===== src/rtl/rtcsel_pkg.sv =====
package rtcsel_pkg;

  typedef enum logic [1:0] {
    SRC_OFF       = 2'b00,
    SRC_SLOW_XTAL = 2'b01,
    SRC_SLOW_RC   = 2'b10,
    SRC_FAST_DIV  = 2'b11
  } src_e;

  localparam int  SRC_W    = 2;
  localparam int  N_SRC    = 4;
  localparam logic ADDR_SRC = 1'b0;
  localparam logic ADDR_DIV = 1'b1;

endpackage


===== src/rtl/rtcsel_regs.sv =====
module rtcsel_regs
  import rtcsel_pkg::*;
#(
  parameter int DATA_W = 8,
  parameter int DIV_W  = 5
) (
  input  logic              clk,
  input  logic              sys_rst,
  input  logic              ka_rst,
  input  logic              we,
  input  logic              addr,
  input  logic [DATA_W-1:0] wdata,
  output src_e              src,
  output logic              locked,
  output logic [DIV_W-1:0]  div_val,
  output logic [DATA_W-1:0] rdata
);

  localparam int LOCK_BIT = SRC_W;

  logic [SRC_W-1:0]  wr_src;
  logic [DATA_W-1:0] rd_next;
  logic              unused_wdata_hi;

  assign wr_src          = wdata[SRC_W-1:0];
  assign unused_wdata_hi = ^wdata;

  // keep-alive domain state: untouched by the system reset
  always_ff @(posedge clk) begin
    if (ka_rst) begin
      src     <= SRC_OFF;
      locked  <= 1'b0;
      div_val <= '0;
    end else if (we) begin
      if (addr == ADDR_SRC) begin
        if (!locked) begin
          src <= src_e'(wr_src);
          if (wr_src != '0) locked <= 1'b1;
        end
      end else begin
        div_val <= wdata[DIV_W-1:0];
      end
    end
  end

  always_comb begin
    rd_next = '0;
    if (addr == ADDR_SRC) begin
      rd_next[SRC_W-1:0] = src;
      rd_next[LOCK_BIT]  = locked;
    end else begin
      rd_next[DIV_W-1:0] = div_val;
    end
  end

  always_ff @(posedge clk) begin
    if (ka_rst || sys_rst) rdata <= '0;
    else                   rdata <= rd_next;
  end

  assert_frozen_ignores_R4: assert property (@(posedge clk) disable iff (ka_rst)
    (locked && we && addr == ADDR_SRC) |=> (src == $past(src)));

  assert_lock_sticky_R4: assert property (@(posedge clk) disable iff (ka_rst)
    locked |=> locked);

  assert_first_write_locks_R3: assert property (@(posedge clk) disable iff (ka_rst)
    (!locked && we && addr == ADDR_SRC && wr_src != '0) |=> locked);

  assert_zero_write_open_R3: assert property (@(posedge clk) disable iff (ka_rst)
    (!locked && we && addr == ADDR_SRC && wr_src == '0) |=> !locked);

  assert_sysrst_keeps_R5: assert property (@(posedge clk) disable iff (ka_rst)
    (sys_rst && !we) |=> ($stable(locked) && $stable(div_val) && $stable(src)));

  assert_ka_clears_R6: assert property (@(posedge clk)
    ka_rst |=> (!locked && div_val == '0 && src == SRC_OFF));

endmodule


===== src/rtl/rtcsel_prediv.sv =====
module rtcsel_prediv #(
  parameter int DIV_W   = 5,
  parameter int DIV_MIN = 2
) (
  input  logic             clk,
  input  logic             rst,
  input  logic             tick,
  input  logic [DIV_W-1:0] div_val,
  output logic             pulse
);

  localparam logic [DIV_W-1:0] MIN_V = DIV_W'(DIV_MIN);
  localparam logic [DIV_W-1:0] ONE_V = DIV_W'(1);

  logic [DIV_W-1:0] cnt;
  logic             div_ok;
  logic             at_term;

  assign div_ok  = (div_val >= MIN_V);
  assign at_term = (cnt == '0);
  assign pulse   = tick && at_term && div_ok;

  // the prescaler is sampled only at terminal count
  always_ff @(posedge clk) begin
    if (rst) begin
      cnt <= '0;
    end else if (tick) begin
      if (at_term) cnt <= div_ok ? (div_val - ONE_V) : '0;
      else         cnt <= cnt - ONE_V;
    end
  end

  assert_count_steps_R8: assert property (@(posedge clk) disable iff (rst)
    (tick && cnt != '0) |=> (cnt == $past(cnt) - ONE_V));

  assert_count_idle_R8: assert property (@(posedge clk) disable iff (rst)
    !tick |=> $stable(cnt));

  assert_mid_period_keeps_R10: assert property (@(posedge clk) disable iff (rst)
    (!at_term && !tick) |=> !at_term);

endmodule


===== src/rtl/rtcsel_mux.sv =====
module rtcsel_mux
  import rtcsel_pkg::*;
(
  input  logic clk,
  input  logic rst,
  input  src_e src,
  input  logic slow_xtal_tick,
  input  logic slow_rc_tick,
  input  logic div_pulse,
  output logic ce
);

  logic [N_SRC-1:0] choice;

  generate
    for (genvar g = 0; g < N_SRC; g++) begin : g_choice
      if (g == int'(SRC_SLOW_XTAL)) begin : g_xt
        assign choice[g] = slow_xtal_tick;
      end else if (g == int'(SRC_SLOW_RC)) begin : g_rc
        assign choice[g] = slow_rc_tick;
      end else if (g == int'(SRC_FAST_DIV)) begin : g_fd
        assign choice[g] = div_pulse;
      end else begin : g_off
        assign choice[g] = 1'b0;
      end
    end
  endgenerate

  always_ff @(posedge clk) begin
    if (rst) ce <= 1'b0;
    else     ce <= choice[src];
  end

  assert_off_silent_R2: assert property (@(posedge clk) disable iff (rst)
    (src == SRC_OFF) |=> !ce);

  assert_xtal_route_R2: assert property (@(posedge clk) disable iff (rst)
    (src == SRC_SLOW_XTAL) |=> (ce == $past(slow_xtal_tick)));

  assert_rc_route_R2: assert property (@(posedge clk) disable iff (rst)
    (src == SRC_SLOW_RC) |=> (ce == $past(slow_rc_tick)));

endmodule


===== src/rtl/rtc_src_select.sv =====
module rtc_src_select
  import rtcsel_pkg::*;
#(
  parameter int DATA_W  = 8,
  parameter int DIV_W   = 5,
  parameter int DIV_MIN = 2
) (
  input  logic              clk,
  input  logic              sys_rst,
  input  logic              ka_rst,
  input  logic              reg_we,
  input  logic              reg_addr,
  input  logic [DATA_W-1:0] reg_wdata,
  output logic [DATA_W-1:0] reg_rdata,
  input  logic              slow_xtal_tick,
  input  logic              slow_rc_tick,
  input  logic              fast_xtal_tick,
  output logic              rtc_ce
);

  localparam logic [DIV_W-1:0] MIN_V = DIV_W'(DIV_MIN);

  src_e             src;
  logic             locked;
  logic [DIV_W-1:0] div_val;
  logic             div_pulse;
  logic             run_rst;

  assign run_rst = sys_rst || ka_rst;

  rtcsel_regs #(.DATA_W(DATA_W), .DIV_W(DIV_W)) u_regs (
    .clk     (clk),
    .sys_rst (sys_rst),
    .ka_rst  (ka_rst),
    .we      (reg_we),
    .addr    (reg_addr),
    .wdata   (reg_wdata),
    .src     (src),
    .locked  (locked),
    .div_val (div_val),
    .rdata   (reg_rdata)
  );

  rtcsel_prediv #(.DIV_W(DIV_W), .DIV_MIN(DIV_MIN)) u_div (
    .clk     (clk),
    .rst     (run_rst),
    .tick    (fast_xtal_tick),
    .div_val (div_val),
    .pulse   (div_pulse)
  );

  rtcsel_mux u_mux (
    .clk            (clk),
    .rst            (run_rst),
    .src            (src),
    .slow_xtal_tick (slow_xtal_tick),
    .slow_rc_tick   (slow_rc_tick),
    .div_pulse      (div_pulse),
    .ce             (rtc_ce)
  );

  assert_short_div_silent_R9: assert property (@(posedge clk) disable iff (run_rst)
    (div_val < MIN_V) |=> !rtc_ce || $past(src != SRC_FAST_DIV));

  assert_ce_needs_source_R2: assert property (@(posedge clk) disable iff (run_rst)
    rtc_ce |-> $past(src != SRC_OFF));

endmodule


===== config.mk =====
export PLATFORM = sky130hd
export DESIGN_NAME = rtc_src_select
export DESIGN_NICKNAME = d
export VERILOG_FILES = /design/src/rtl/rtcsel_pkg.sv /design/src/rtl/rtcsel_regs.sv /design/src/rtl/rtcsel_prediv.sv /design/src/rtl/rtcsel_mux.sv /design/src/rtl/rtc_src_select.sv
export SDC_FILE = /design/constraint.sdc
export NUM_CORES = 1
export LEC_CHECK = 0
export BUFFER_PORTS_ARGS = -buffer_cell sky130_fd_sc_hd__buf_2
export CAP_MARGIN = 15
export CORE_MARGIN = 2
export CORE_UTILIZATION = 40
export CTS_BUF_LIST = sky130_fd_sc_hd__clkbuf_4
export DETAILED_ROUTE_END_ITERATION = 8
export GPL_TIMING_DRIVEN = 0
export SLEW_MARGIN = 20
export SYNTH_ARGS = -nofsm -noshare
export SYNTH_HDL_FRONTEND = slang
export SYNTH_HIERARCHICAL = 1
export SYNTH_SLANG_ARGS = --single-unit

===== constraint.sdc =====
create_clock -name clk -period 1.75 [get_ports clk]
set_input_delay 0.175 -clock clk [delete_from_list [all_inputs] [get_ports clk]]
set_output_delay 0.175 -clock clk [all_outputs]
set_load 0.02 [all_outputs]

==> results.md, run 1 <==
* Outcome: complete, no violations
* Max IR drop VDD at 0.5163 mV
* Worst Hold Path Cells at 2
* Post-CTS Setup Inserts at 0
* CTS root buffer: clkbuf_4
* Layout cells sized above 1 at 0.2636
* Post-route ant nets at 0
* Overflow after GRT at 0
* CP max FO at 5
* Syn Area/Cell at 9.235 um2
* Final setup violation count at 0
* Drt wl/cell at 11.29 um
* Row count at 17
* Sequential element share of the synthesized area at 0.3923
* DR DRC count at 0
* FFs w/ async S/R, synth at 0
* Met2 usage at 0.2593
* Initial antenna violation count at 0
* Post-synth EDFFs at 0
* WL final at 1.772 mm
* Die Y at 53.24 um
* Port bufs at 18
* Cell area after synthesis at 969.7 um2
* Total GRT Usage at 0.1475
* Reg-to-reg startpoint: u_regs/div_val[0]
* Most frequent cells in the layout: 18 x buf_2, 18 x dfxtp_1, 8 x inv_1, 8 x mux2i_1
* CTS tree: built
* Iter 0 DRT Violations at 7
* CTS Buffer Depth at 2
* Worst Hold Launch: ka_rst
* Post-synthesis sequential element count at 19
* CTS clk-pin slew, worst paths at 0.11 ns
* Hold WC Path Type: in -> reg
* First-pass DRT Iterations at 4
* Area share of the largest cell type after synthesis at 0.3923
* Met3 GRT Util at 0.02542
* CP Class: reg -> reg
* Final net count at 149
* Post-synth cell types at 33
* Clk_skew at 0.008640 ns
* Post-Synthesis Cells at 105
* Min Tclk post-route at 1.630 ns
* # hold bufs at CTS at 0
* Core area at 0.002255 mm2
* Total Die Area at 0.002834 mm2
* RR Endpoint: u_mux/ce
* YS warnings at 6
* R2R depth at 7
* ANT cells at 0
* GPL Wtd Cong at 0.6953
* Library cell with the largest summed area after synthesis: dfxtp_1
* H-tree levels at 1
* TNS Setup at 0 ns
* Hold violation total from the final report at 0
* Pwr Density at 749.2 mW/mm2
* Detail Placement HPWL at 1.407 mm
* Worst Path Required at 1.94 ns
* Commonest register cell after synthesis: dfxtp_1
* Max Cap Viol at 0
* Util after Layout at 0.5072
* R2R setup slack at 0.12 ns
* Clk Latency, worst-skew pair at 0.29 ns
* Num CTS Buffers at 3
* Synthesis-to-layout area growth at 17.94%
* Peak Freq at 0.6135 GHz
* Vias at 791
* Largest net degree at the start of global routing at 12
* CP Capture Type: flop
* Leading post-synthesis cells by cell area: dfxtp_1 39%, mux2i_1 8.3%, ha_1 3.9%, o211ai_1 3.9%, a21oi_1 3.6%
* Initial Util at 0.4301
* Die width at 53.24 um
* Max-slew violations at 0
* Routed vias/inst at 5.038
* Gr busiest metal: met2
* CP arrival at 1.82 ns
* Hold worst-path end: u_regs/rdata[0]
* Post-CTS sizing at 0
* First-pass GRT wire length at 3.042 mm
* Startpoint types: flop
* Leakage at 0.4922 nW
* Final Cycle Share at 0.9314
* RSZ-0062 raised after global routing: no
* Final WS setup at 0.1200 ns
* CTS sink cnt at 19
* Grt met1 use at 0.1675
* Ports at 25
* Pre-CTS setup slack at 0.04377 ns
* Vias in the first global route at 724
-- power breakdown --
group          internal, mW  switching [mW]  leakage (nW)  total, mW
combinational        0.0844          0.0874         0.319      0.172
sequential            0.450          0.0202         0.155      0.470
clock                0.0850           0.130        0.0177      0.215
total                 0.619           0.237         0.492      0.857
-- how the worst max path moves through the flow --
| stage | start | endpoint | cells after the start |
|---|---|---|---|
| floorplan | u_regs/div_val[0] | u_mux/ce | 7 |
| global placement | u_regs/div_val[0] | u_mux/ce | 7 |
| detailed placement | u_regs/div_val[0] | u_mux/ce | 7 |
| CTS | u_regs/div_val[0] | u_mux/ce | 7 |
| global route | u_div/cnt[0] | u_mux/ce | 7 |
| finish | u_regs/div_val[0] | u_mux/ce | 7 |
-- cell type report --
class	count	area [um2]
Tap cell	28	35.03
Buffer	5	33.78
Inverter	8	30.03
Timing Repair Buffer	18	90.09
Fill cell	235	1111
Sequential cell	19	381.6
Clock buffer	3	22.52
Clock inverter	1	5.005
Multi-Input combinational cell	75	545.5
-- state kept, by name, summed over array words and instances (netlist names) --
register and cells:
u_mux/ce 1, u_regs/src 2, u_div/cnt 5, u_regs/rdata 5, u_regs/locked 1, u_regs/div_val 5
-- cell usage after synthesis (3+ instances only) --
library cell   n
a21oi_1        7
buf_4          4
dfxtp_1       19
ha_1           3
inv_1          8
mux2i_1        8
nand2_1        6
nand3_1        7
nor2_1         6
nor3_1         4
o211ai_1       5
o21ai_0        3
-- critical path, cell delays in order (launching register included) --
cell      delay [ns]
dfxtp_2         0.37
inv_1           0.08
ha_1            0.21
or4_4           0.45
o21ai_1         0.13
nor2_1          0.05
mux2i_1         0.15
a211oi_2        0.09
-- routing by layer --
layer | vias up | wire, um
li1 | 422 | -
met1 | 358 | 829
met2 | 9 | 882
met3 | 2 | 49
met4 | 0 | 10
met5 | - | 0
-- kinds of logic after synthesis --
group,count (synthesis),synth area share
buffers and inverters,13,0.06581
adder cells (fa/ha/maj),3,0.03871
other,1,0.003867
XOR/XNOR,2,0.01807
AO/OA/AOI/OAI,24,0.1742
multiplexers,8,0.08258
AND/OR/NAND/NOR,35,0.2245
flip-flops,19,0.3923
-- stage by stage --
| step | hold slack [ns] | instances | instance area, um2 | power (mW) |
|---|---|---|---|---|
| after global placement | 0.3830 | 153 | 1102 | 0.6453 |
| after floorplan | 0.2518 | 107 | 977.2 | 0.6009 |
| after global routing | 0.06695 | 157 | 1144 | 0.9166 |
| after detailed placement | 0.3852 | 153 | 1102 | 0.6493 |
| final | 0.06825 | 157 | 1144 | 0.8568 |
| after CTS | 0.05458 | 157 | 1130 | 0.8655 |
Power figures use the tool's default switching activity.
==> inputs of run 2 (changes only) <==
--- a/config.mk
+++ b/config.mk
@@ -12,6 +12,7 @@
 export CTS_BUF_LIST = sky130_fd_sc_hd__clkbuf_4
 export DETAILED_ROUTE_END_ITERATION = 8
 export GPL_TIMING_DRIVEN = 0
+export PLACE_DENSITY_LB_ADDON = 0.2
 export SLEW_MARGIN = 20
 export SYNTH_ARGS = -nofsm -noshare
 export SYNTH_HDL_FRONTEND = slang
==> results.md, run 2 (same netlist as run 1, synthesis figures left out) <==
* Met3 GRT Util at 0.03390
* TNS Setup at 0 ns
* Total Power at 0.8825 mW
* Die width at 53.24 um
* CP max FO at 10
* FILL cells at 242
* Met2 usage at 0.3045
* Peak Freq at 0.6081 GHz
* CTS Buffer Depth at 2
* Ports at 25
* Final hold slack at 0.07674 ns
* Initial Util at 0.4301
* Cell family with most CP delay: simple AND/OR/NAND/NOR gates
* # hold bufs at CTS at 0
* Initial antenna violation count at 0
* Final net count at 151
* Grt met1 use at 0.1802
* Worst Hold Path Cells at 2
* WL final at 1.964 mm
* CTS root buffer: clkbuf_4
* Synthesis-to-layout area growth at 19.35%
* Vias at 822
* First-pass GRT wire length at 3.346 mm
* Max-slew violations at 0
* Max IR drop VDD at 0.5361 mV
* Die Y at 53.24 um
* Biggest registers after layout: u_div/cnt: 5 flops, u_regs/div_val: 5 flops, u_regs/rdata: 5 flops
* CP arrival at 1.82 ns
* Iter 0 DRT Violations at 4
* Outcome: complete, no violations
* RSZ-0062 raised after global routing: no
* Most frequent cells in the layout: 18 x buf_2, 18 x dfxtp_1, 8 x inv_1, 8 x mux2i_1
* H-tree levels at 1
* Clk_skew at 0.002087 ns
* R2R depth at 6
* Worst Path Buf+Inv at 0
* Final setup violation count at 0
* Leakage at 0.5019 nW
* Post-route ant nets at 0
* CTS tree: built
* Layout cells sized above 1 at 0.2824
* First-pass DRT Iterations at 4
* WP depth at 6
* Max Cap Viol at 0
* Largest net degree at the start of global routing at 11
* Port bufs at 18
* Critical-path cell list: ha_1, or4_4, o21ai_1, nor2_1, mux2i_1, a211oi_2
* Drt wl/cell at 12.35 um
* DR DRC count at 0
* Worst Path Required at 1.93 ns
* Row count at 17
* Final Cycle Share at 0.9398
* Vias in the first global route at 800
* Hold violation total from the final report at 0
* Pwr Density at 762.5 mW/mm2
* CTS sink cnt at 19
* CP Class: reg -> reg
* Clk Latency, worst-skew pair at 0.28 ns
* Startpoint types: flop
* CP Capture Type: flop
* Hold WC Path Type: in -> reg
* Slowest CP cell: or4_4
* Overflow after GRT at 0
* Core area at 0.002255 mm2
* Num CTS Buffers at 3
* Total GRT Usage at 0.1654
* ANT cells at 0
* Total Die Area at 0.002834 mm2
* Gr busiest metal: met2
* CTS clk-pin slew, worst paths at 0.10 ns
* GPL Wtd Cong at 0.7135
* Detail Placement HPWL at 1.530 mm
* Min Tclk post-route at 1.645 ns
* CP peak stage delay at 0.45 ns
* Routed vias/inst at 5.170
[run 2: cell count changes in the layout (fill, tap and decap cells not counted)]
cell      delta
clkinv_2     -1
ha_4         -1
buf_4        +2
ha_2         +1
clkbuf_4     +1
a221oi_2     +1
a221oi_1     -1
[run 2: path summary, 6_finish.rpt]
path / startpoint / to / slack, ns
worst max register to register: u_regs/div_val[1] / u_mux/ce / 0.11
worst max-delay path: u_regs/div_val[1] / u_mux/ce / 0.11
worst min register to register: u_regs/locked / u_regs/locked / 0.51
worst min-delay path: ka_rst / u_regs/rdata[0] / 0.08
[run 2: timing repair]
action | 4_1_cts | 5_1_grt
endpoints found under the setup margin | 0 | 3
resized for setup | 0 | 4
buffers inserted | 0 | 2
[run 2: metal layers]
metal / vias to the layer above / wire length [um]
met5: - / 0
met1: 382 / 873
met3: 2 / 56
met2: 11 / 1018
met4: 0 / 16
li1: 427 / -
[run 2: metrics by stage]
| stage | area, um2 | setup WS (ns) | util | instances |
|---|---|---|---|---|
| 2_1_floorplan | 977.2 | 0.1622 | - | 107 |
| 3_3_place_gp | 1102 | 0.06532 | 0.4889 | 153 |
| 3_5_place_dp | 1102 | 0.05191 | 0.4889 | 153 |
| 4_1_cts | 1132 | 0.03194 | 0.5022 | 157 |
| 5_1_grt | 1157 | 0.001796 | 0.5133 | 159 |
| 6_report | 1157 | 0.1054 | 0.5133 | 159 |
[run 2: layout make-up]
type	instances	area, um2	share of cell area
Multi-Input combinational cell	75	541.8	0.4681
Sequential cell	19	381.6	0.3297
Timing Repair Buffer	20	105.1	0.09081
Tap cell	28	35.03	0.03027
Buffer	5	33.78	0.02919
Clock buffer	4	30.03	0.02595
Inverter	8	30.03	0.02595
[run 2: report_power, final]
part | switching (mW) | internal [mW] | total [mW] | leakage (nW)
Combinational | 0.0912 | 0.0894 | 0.181 | 0.328
Sequential | 0.0217 | 0.450 | 0.472 | 0.155
Clock | 0.126 | 0.104 | 0.230 | 0.0184
